## config.mk

```make
export PLATFORM = sky130hd
export DESIGN_NAME = backoff_sched
export DESIGN_NICKNAME = d
export VERILOG_FILES = /design/src/rtl/backoff_sched.sv
export SDC_FILE = /design/constraint.sdc
export NUM_CORES = 1
export LEC_CHECK = 0
export ABC_AREA = 1
export BUFFER_PORTS_ARGS = -buffer_cell sky130_fd_sc_hd__clkbuf_2
export CORE_MARGIN = 4
export CORE_UTILIZATION = 45
export DETAILED_ROUTE_END_ITERATION = 8
export PLACE_DENSITY = 0.7
export SETUP_SLACK_MARGIN = 0.1
export SLEW_MARGIN = 20
export SYNTH_ARGS = -nofsm -noshare
export SYNTH_HDL_FRONTEND = slang
export SYNTH_SLANG_ARGS = --single-unit
```

## constraint.sdc

```tcl
create_clock -name clk -period 1.7 [get_ports clk]
set_input_delay 0.255 -clock clk [delete_from_list [all_inputs] [get_ports clk]]
set_output_delay 0.255 -clock clk [all_outputs]
set_load 0.005 [all_outputs]
```

## src/rtl/backoff_sched.sv

```systemverilog
module backoff_sched #(
  parameter int ADDR_W = 6,
  parameter int MAX_W  = 8
) (
  input  logic              clk,
  input  logic              rst_n,
  input  logic              collision_i,
  input  logic              slot_tick_i,
  input  logic              det_mode_i,
  input  logic [ADDR_W-1:0] slot_addr_i,
  input  logic [MAX_W-1:0]  max_slots_i,
  input  logic              prbs_wr_i,
  input  logic [7:0]        prbs_wdata_i,
  output logic              busy_o,
  output logic              tx_ok_o,
  output logic [7:0]        prbs_o
);
  localparam int CNT_W = MAX_W + 1;

  logic [7:0]       prbs_q;
  logic [CNT_W-1:0] cnt_q;
  logic             busy_q, txok_q;

  function automatic logic [MAX_W-1:0] smear(input logic [MAX_W-1:0] v);
    logic [MAX_W-1:0] r;
    r = v;
    for (int i = 0; i < MAX_W; i++) r = r | (r >> 1);
    return r;
  endfunction

  logic [CNT_W-1:0] max_ext, addr_ext, det_wait, rnd_wait, wait_w;

  assign max_ext  = CNT_W'(max_slots_i);
  assign addr_ext = CNT_W'(slot_addr_i);

  always_comb begin
    if (slot_addr_i == '0)
      det_wait = max_ext + 1'b1;
    else if (max_ext > addr_ext)
      det_wait = max_ext - addr_ext;
    else
      det_wait = '0;
  end

  assign rnd_wait = CNT_W'(prbs_q) & CNT_W'(smear(max_slots_i));
  assign wait_w   = det_mode_i ? det_wait : rnd_wait;

  always_ff @(posedge clk) begin
    if (!rst_n)
      prbs_q <= '0;
    else if (prbs_wr_i)
      prbs_q <= prbs_wdata_i;
    else
      prbs_q <= {prbs_q[6:0], ~(prbs_q[7] ^ prbs_q[5] ^ prbs_q[4] ^ prbs_q[3])};
  end

  always_ff @(posedge clk) begin
    if (!rst_n) begin
      busy_q <= 1'b0;
      cnt_q  <= '0;
      txok_q <= 1'b0;
    end else begin
      txok_q <= 1'b0;
      if (collision_i) begin
        busy_q <= 1'b1;
        cnt_q  <= wait_w;
      end else if (busy_q) begin
        if (cnt_q == '0) begin
          busy_q <= 1'b0;
          txok_q <= 1'b1;
        end else if (slot_tick_i) begin
          cnt_q <= cnt_q - 1'b1;
        end
      end
    end
  end

  assign busy_o  = busy_q;
  assign tx_ok_o = txok_q;
  assign prbs_o  = prbs_q;
endmodule

```

* After elaboration in Yosys (flattened, before gate mapping)
Cells that the tools add are included.
** Storage, ports and cells
- Output and inout port bits :: 10
- Bits of input ports :: 28
- Bits in registers :: 19
** Operators by class
- Bitwise operators :: 15
- Reduce and logical (&&, ||, !) cells :: 6
- $add $sub $neg :: 3
- Equal/unequal tests :: 1
- Multiplexer cells :: 12
- Magnitude comparators :: 1
** Operators by type and width (count)
- $or 8x7->8 :: 8
- $mux 9 :: 7
- $add 8x1->9 const B :: 1
- $logic_not 9->1 :: 1
- $sub 8x6->9 :: 1
- $sub 9x1->9 const B :: 1
- $and 8x8->8 :: 1
- $gt 8x6->1 :: 1
- $mux 8 :: 1
- $logic_not 6->1 :: 1
- $mux 1 :: 4
- $reduce_bool 2->1 :: 2
- $not 1->1 :: 3
- $reduce_and 3->1 :: 1
- $reduce_or 3->1 :: 1
- $xor 1x1->1 :: 3
- $ne 2x2->1 const B :: 1

* Depth between registers and ports, before layout
Gate-level depths: netlist (run 1).
- Depth after elaboration :: 11
- Gate-level depth with buffers :: 14
- Gate-level depth less buffers :: 14

* Worst setup path after synthesis (run 1)
Ideal clock, no wire load.
- Kind :: input port to flip-flop
- Start :: in max_slots_i[0]
- End :: reg cnt_q[6]
- Data arrival time :: 1.533 ns
- Slack :: 0.097 ns
- Buffers on the path :: 0
- Stages :: 13
- Cells stage by stage :: inv_1 -> ha_1 -> inv_1 -> fa_1 -> nand2_1 -> nand2_1 -> nand3_1 -> nand2_1 -> nand2_1 -> nand2_1 -> o21ai_1 -> nand2_1 -> a21oi_1
** On the way
- Longest elaborated chain between the ends :: 5
- Elaborated cells between the ends (all ways) :: 7
- Classes of those cells :: add/sub: 2; order compare: 1; mux: 4
** Ends and longest elaborated chain
- start, declared :: RTL line 11 : input logic [MAX_W-1:0] max_slots_i,
- $sub 8x6->9 or $gt 8x6->1 (tied branches) :: RTL line 40, 39
- $mux 9 :: RTL line 39 : else if (max_ext > addr_ext)
- $mux 9 * :: RTL line 37 : if (slot_addr_i == '0)
- $mux 9 * :: RTL line 46 : assign wait_w = det_mode_i ? det_wait : rnd_wait;
- $mux 9 * :: RTL line 64 : if (collision_i) begin
- end signal, assigned :: RTL line 66 : cnt_q <= wait_w;
- end signal, assigned :: RTL line 72 : cnt_q <= cnt_q - 1'b1;
- end, declared :: RTL line 21 : logic [CNT_W-1:0] cnt_q;
Mark *: on every way between the ends. The rest lies on a longest branch, timed or not.
A chain may end at the register's enable or synchronous reset.

* Worst setup path after layout (run 1)
Ends and elaborated chain as after synthesis.

==> key figures, run 1 <==
Logic synthesis
  – Compound-Gate Fraction of Synth Area: 15.52%
  – Post-synthesis mux area share: 0%
  – Top-area cell type share of the netlist area: 21.26%
  – Post-Synth XOR/XNOR Area: 5.385%
  – Synth area leader: dfxtp_1
  – Largest family of logic cells by synthesized area: simple AND/OR/NAND/NOR gates
  – Seq/Total Area, Yosys: a little over a fifth
  – Cells after Synth: 288
  – Synth cell types: 34
  – Synth warn: 0
  – Average cell area after synthesis: 6.213 um2
  – Netlist Area Pre-Place: about 0.0018 mm2
  – Number of synthesized register bits: 19
  – Post-Synth Simple-Gate Area: 39.51%
  – Synth Area in Adders: around 7.4%
  – Post-synth net total: roughly 330
  – Synth top area cells: dfxtp_1 (21%), nand2_1 (14%), nor2_1 (8.6%), inv_1 (6.9%), ha_1 (6.3%)

Global routing
  – Initial antenna violation count: 0
  – First-pass GRT wire length: 8280 um
  – Global route overflow: 0
  – Vias in the first global route: 1,860
  – Total track usage: 19.63%
  – Largest net degree at the start of global routing: 20

Worst setup path
  – Crit path largest cell delay: around 400 ps
  – Slowest cell on crit path: fa_2
  – Worst path cell trace: buf_8, inv_6, ha_4, inv_4, fa_2, nand2_2, nand2_2, nand3_2, nand2_1, nand2_1, nand2_1, o21ai_1, nand2_1, a21oi_2
  – CP arrival: roughly 1700 ps
  – Most Frequent Cell on Critical Path: nand2_1
  – Worst Path Required: 1890 ps
  – Crit path max fanout: 3
  – Startpoint types: primary input
  – Kind of critical path: primary input to flop
  – Setup crit end kind: flop

Timing
  – Hold Slack: roughly 220 ps
  – Final slew viol count: 0
  – Final setup violation count: 0
  – Hold Vio Cnt, Final: 0
  – Slew HR: 75.33%
  – Worst Clk Skew: 3.904 ps
  – Sum Neg Setup Slack: 0 ps
  – Period utilization: ~87%
  – Tightest Pin Transition: approximately 370 ps
  – Fmax: around 680 MHz
  – Final min period: 1477 ps
  – RSZ-0062 raised after global routing: no

Die
  – Die area: between 0.005 and 0.006 mm2
  – Num ports: 38
  – Core area: 0.003744 mm2
  – Die Width: 71.06 um
  – FP Rows: 22
  – Chip Height: 71.06 um
  – Initial Utilization: between 40 and 50%

Clock tree
  – Clk sinks: 19
  – CTS H-tree lvls: 1
  – Clock Tree Buf Depth: 2
  – CTS tree: done
  – CTS Root Cell: clkbuf_8
  – Clk Latency, worst-skew pair: 250 ps
  – Post-CTS Hold Buffers: 0
  – Clock-pin slew of the registers on the worst-case setup and hold paths: 70 ps
  – CTS Buf Count: 3

Final layout
  – Final nets: 376
  – Share of cells above drive strength 1: 27.60%
  – Area Growth Syn to Fin: 23.64%
  – ANT cells: 0
  – Non-Filler Instances: 385
  – Fill cell count: 385
  – Design area: 0.002212 mm2

Place
  – Placer Congestion: 0.9044
  – Post-DP Area: 0.002068 mm2
  – Post-Place Cells: 377
  – DP Wirelength: 3900 um
  – IO Port Bufs: 37

Pwr
  – Leak: 1.152 nW
  – PwrDens: 620.5 mW/mm2
  – Total power: 1.373 mW
  – Worst VDD drop: between 0.0002 and 0.0003 V

Min path
  – Hold crit path type: primary input to flop

Job
  – MaxCap Viol Count: 0

Drt
  – Initial DRC Count: 78
  – Vias after detailed routing: 1,942
  – Final Routed Wirelength: 4808 um
  – Wire length per cell: 12.49 um
  – DR pass1 iterations: 4
  – Residual DRC: 0
  – DRT antenna net count: 0
  – Vias per cell: approximately 5.0

Outcome
  – Status: finished, final reports clean
[placed cells by master, fill, tap and decap left out, types with 3 or more instances in the layout]
cell      count
nand2_1      63
nor2_1       40
clkbuf_2     36
inv_1        29
nand3_1      19
o21ai_0      18
dfxtp_1      17
a21oi_1      15
o21ai_1      12
buf_4        12
inv_2         9
xor2_1        8
nand4_1       7
ha_1          7
nand2_2       6
nand2_4       4
xnor2_1       3
a21oi_2       3
clkbuf_8      3
[final timing paths]
kind                             endpoint  depth (start not counted)  slack [ps]             from
worst min register to register    tx_ok_o                          1         460         cnt_q[8]
worst max-delay path             cnt_q[6]                         14         220   max_slots_i[0]
worst min-delay path            prbs_o[3]                          3         220  prbs_wdata_i[3]
worst max register to register   cnt_q[5]                          9         270         cnt_q[1]
[flip-flops by register name, summed over array words and instances (netlist names)]
name     flops
prbs_o       8
busy_o       1
tx_ok_o      1
cnt_q        9
[routing by layer]
layer / track usage [%] / wire, um / share of wire, %
met3: 2.131 / 216 / 4.5
met4: 4.384 / 44 / 0.92
met2: 33.68 / 2465 / 51
met5: 0 / 0 / 0
met1: 26.44 / 2082 / 43
[worst max-delay path, delay by kind of cell]
kind | cells | cell delay [ps]
buffers and inverters | 3 | 190
adders and majority gates | 2 | 520
and+or+nand+nor | 7 | 440
AOI/OAI and AO/OA | 2 | 250
[through the flow]
step / setup slack, ps / utilization, %
6_report: 223.1 / 59.09
3_5_place_dp: -48.85 / 55.25
4_1_cts: 133.6 / 56.48
3_3_place_gp: 26.19 / 55.25
5_1_grt: 93.14 / 59.09
2_1_floorplan: 147.7 / -
[synthesized netlist by cell type, drive strengths merged]
master	number
xnor2	3
o21ai	30
a21oi	18
fa	1
buf	4
o22ai	1
dfxtp	19
nand3	22
nor2	44
o211ai	1
clkbuf	1
nor4	1
nand3b	1
ha	9
inv	40
o21a	1
nand4	7
nand2	72
clkinv	2
xor2	8
nor3	2
o311ai	1
[cell families after synthesis]
kind of cell | after synthesis
and+or+nand+nor | 149
buffers and inverters | 47
AOI/OAI and AO/OA | 52
xor gates and xnor gates | 11
DFF | 19
adders and majority gates | 10
[power breakdown]
group	internal [mW]	switching, mW	total (mW)
logic	0.224	0.313	0.536
registers	0.482	0.0430	0.525
clock network	0.163	0.149	0.311
total	0.868	0.504	1.37
[cell type report]
cell class | count | area, um2 | share of cell area, %
Inverter | 42 | 166.4 | 7.523
Timing Repair Buffer | 49 | 285.3 | 12.90
Clock inverter | 1 | 5.005 | 0.2262
Tap cell | 48 | 60.06 | 2.715
Multi-Input combinational cell | 223 | 1271 | 57.47
Clock buffer | 3 | 41.29 | 1.867
Sequential cell | 19 | 382.9 | 17.31
[repair_timing]
action	CTS	global route
setup buffers	0	3
resized for setup	0	24
endpoints found under the setup margin	0	9
Note: power is estimated with default switching activity, not from simulation.
==> inputs of run 2 (changes only) <==
CORE_UTILIZATION = 35   (was 45)
PLACE_DENSITY = not set   (was 0.7)
clock period = 1.34 ns   (was 1.7 ns; I/O delays follow)
==> key figures, run 2 (synthesized netlist as in run 1, its figures left out) <==
Outcome
  – Status: complete, but fails checks
  – Failing checks: setup timing

Pwr
  – PwrDens: 737.1 mW/mm2 (+19%)
  – Worst VDD drop: 0.0003057 V (+21%)
  – Leak: 1.305 nW (+13%)

Global routing
  – Largest net degree at the start of global routing: 20 (unchanged)
  – First-pass GRT wire length: 8914 um (+7.7%)
  – Vias in the first global route: 2,031 (+9.2%)
  – Global route overflow: 0 (unchanged)
  – Initial antenna violation count: 0 (unchanged)
  – Total track usage: 17.34% (-2.3 points)

Timing
  – Hold Vio Cnt, Final: 0 (unchanged)
  – Slew HR: 70.33% (-5.0 points)
  – Fmax: 717.4 MHz
  – Sum Neg Setup Slack: -150.1 ps (-150.1 ps)
  – Tightest Pin Transition: 439.4 ps (+69.76 ps)
  – Final min period: between 1000 and 1500 ps
  – Worst Clk Skew: 6.268 ps (+2.364 ps)
  – Final slew viol count: 0 (unchanged)
  – Period utilization: 104.0%
  – Worst Setup Slack, final: -53.91 ps (-277.0 ps)
  – Final setup violation count: 5 (+5)
  – RSZ-0062 raised after global routing: yes

Final layout
  – Share of cells above drive strength 1: 37.19% (+9.6 points)
  – Design area: 0.002595 mm2 (+17%)
  – Largest reg by FF count: cnt_q
  – Max FFs per register: 9 (unchanged)
  – Final nets: 402 (+6.9%)
  – ANT cells: 0 (unchanged)
  – Most common cell after layout, fill and taps aside: nand2_1
  – Non-Filler Instances: 430 (+12%)
  – Most frequent cells in the layout: nand2_1 (61), nor2_1 (38), buf_4 (37), clkbuf_2 (35), inv_1 (26)
  – Area Growth Syn to Fin: 45.04%

Die
  – FP Rows: 25 (+14%)
  – Num ports: 38 (unchanged)
  – Core area: 0.004848 mm2 (+30%)
  – Die Width: 79.50 um (+12%)
  – Die area: 0.006320 mm2 (+25%)
  – Initial Utilization: 36.90% (-11 points)
  – Chip Height: 79.50 um (+12%)

Place
  – IO Port Bufs: 37 (unchanged)
  – DP Wirelength: 4346 um (+11%)
  – Post-DP Area: 0.002384 mm2 (+15%)
  – Placer Congestion: 0.9053 (about the same)
  – Post-Place Cells: 422 (+12%)

Worst setup path
  – CP bufs+invs: 1 (-2)
  – CP arrival: 1540 ps (-120 ps)
  – Worst Path Required: 1480 ps (-410 ps)
  – Kind of critical path: flop to flop
  – Slowest cell on crit path: dfxtp_2
  – Worst path cell trace: inv_2, ha_4, nand2_4, nor2_4, nand3b_4, nand3_4, nand2_4, o21ai_1, a21oi_2
  – Most Frequent Cell on Critical Path: nand2_4
  – Setup crit end kind: flop
  – Crit path largest cell delay: 320 ps (-70 ps)
  – Crit-path leading delay family: simple AND/OR/NAND/NOR gates
  – Worst setup path startpoint: cnt_q[0]
  – Crit path max fanout: 7 (+4)
  – Worst reg2reg path startpoint: cnt_q[0]
  – Startpoint types: flop

Drt
  – DR pass1 iterations: 4 (unchanged)
  – Vias after detailed routing: 2,037 (+4.9%)
  – Final Routed Wirelength: 5198 um (+8.1%)
  – Residual DRC: 0 (unchanged)
  – DRT antenna net count: 0 (unchanged)
  – Wire length per cell: 12.09 um (-3.2%)
  – Vias per cell: 4.737 (-6.1%)
  – Initial DRC Count: 82 (+5.1%)

Min path
  – Critical hold path startpoint: prbs_wdata_i[4]
  – Hold crit path type: primary input to flop

Clock tree
  – CTS Buf Count: 3 (unchanged)
  – Clock Tree Buf Depth: 2 (unchanged)
  – Clock-pin slew of the registers on the worst-case setup and hold paths: 80 ps (about the same)
  – CTS H-tree lvls: 1 (unchanged)
  – Clk Latency, worst-skew pair: 260 ps (about the same)
  – Clk sinks: 19 (unchanged)
  – CTS Root Cell: clkbuf_8
  – CTS tree: done

Job
  – MaxCap Viol Count: 0 (unchanged)
## run 2: worst register-to-register path, stage by stage (launching register included)
cell	delay, ps
dfxtp_2	320
inv_2	70
ha_4	140
nand2_4	50
nor2_4	130
nand3b_4	100
nand3_4	130
nand2_4	100
o21ai_1	200
a21oi_2	50
## run 2: timing repair
item,4_1_cts,5_1_grt
buffers inserted,2,1
gates resized for setup,13,25
cloned,1,0
hold buffers,0,0
setup endpoints to repair,9,10
pin swaps,8,17
## run 2: metal layers
layer  track usage [%]  wire length (um)  vias up
met5                 0                 0        -
met4             4.467                59        0
li1                  -                 -     1084
met2             29.55              2460       36
met3             2.144               177        9
met1             22.99              2501      908
## run 2: path summary, 6_finish.rpt
path | to | slack, ps | depth (start not counted)
hold reg to reg | tx_ok_o | 470 | 1
setup / recovery | cnt_q[6] | -50 | 9
hold / removal | prbs_o[4] | 160 | 3
setup reg to reg | cnt_q[6] | -50 | 9
## run 2: where the power goes
part	switching, mW	leakage [nW]	total [mW]	internal (mW)
Combinational	0.458	1.12	0.856	0.399
Sequential	0.0464	0.158	0.657	0.611
Clock	0.192	0.0255	0.399	0.207
Total	0.696	1.31	1.91	1.22
## run 2: area by class of cell
class                   instances  area, um2
fillers                       490       2253
multi-input cells             223       1396
repair buffers                 75      500.5
flip-flops and latches         19      382.9
inverters                      42      185.2
well taps                      67      83.83
clock buffers                   3      41.29
clock inverters                 1      5.005
## run 2: through the flow
stage	utilization (%)	setup WS, ps	total power [mW]	hold slack (ps)
floorplan	-	-48.45	1.141	334.3
global placement	49.16	-329.0	1.431	426.0
detailed placement	49.16	-365.5	1.437	427.4
CTS	51.59	-34.47	1.887	154.4
global route	53.52	-169.1	2.066	180.1
finish	53.52	-53.91	1.913	161.0
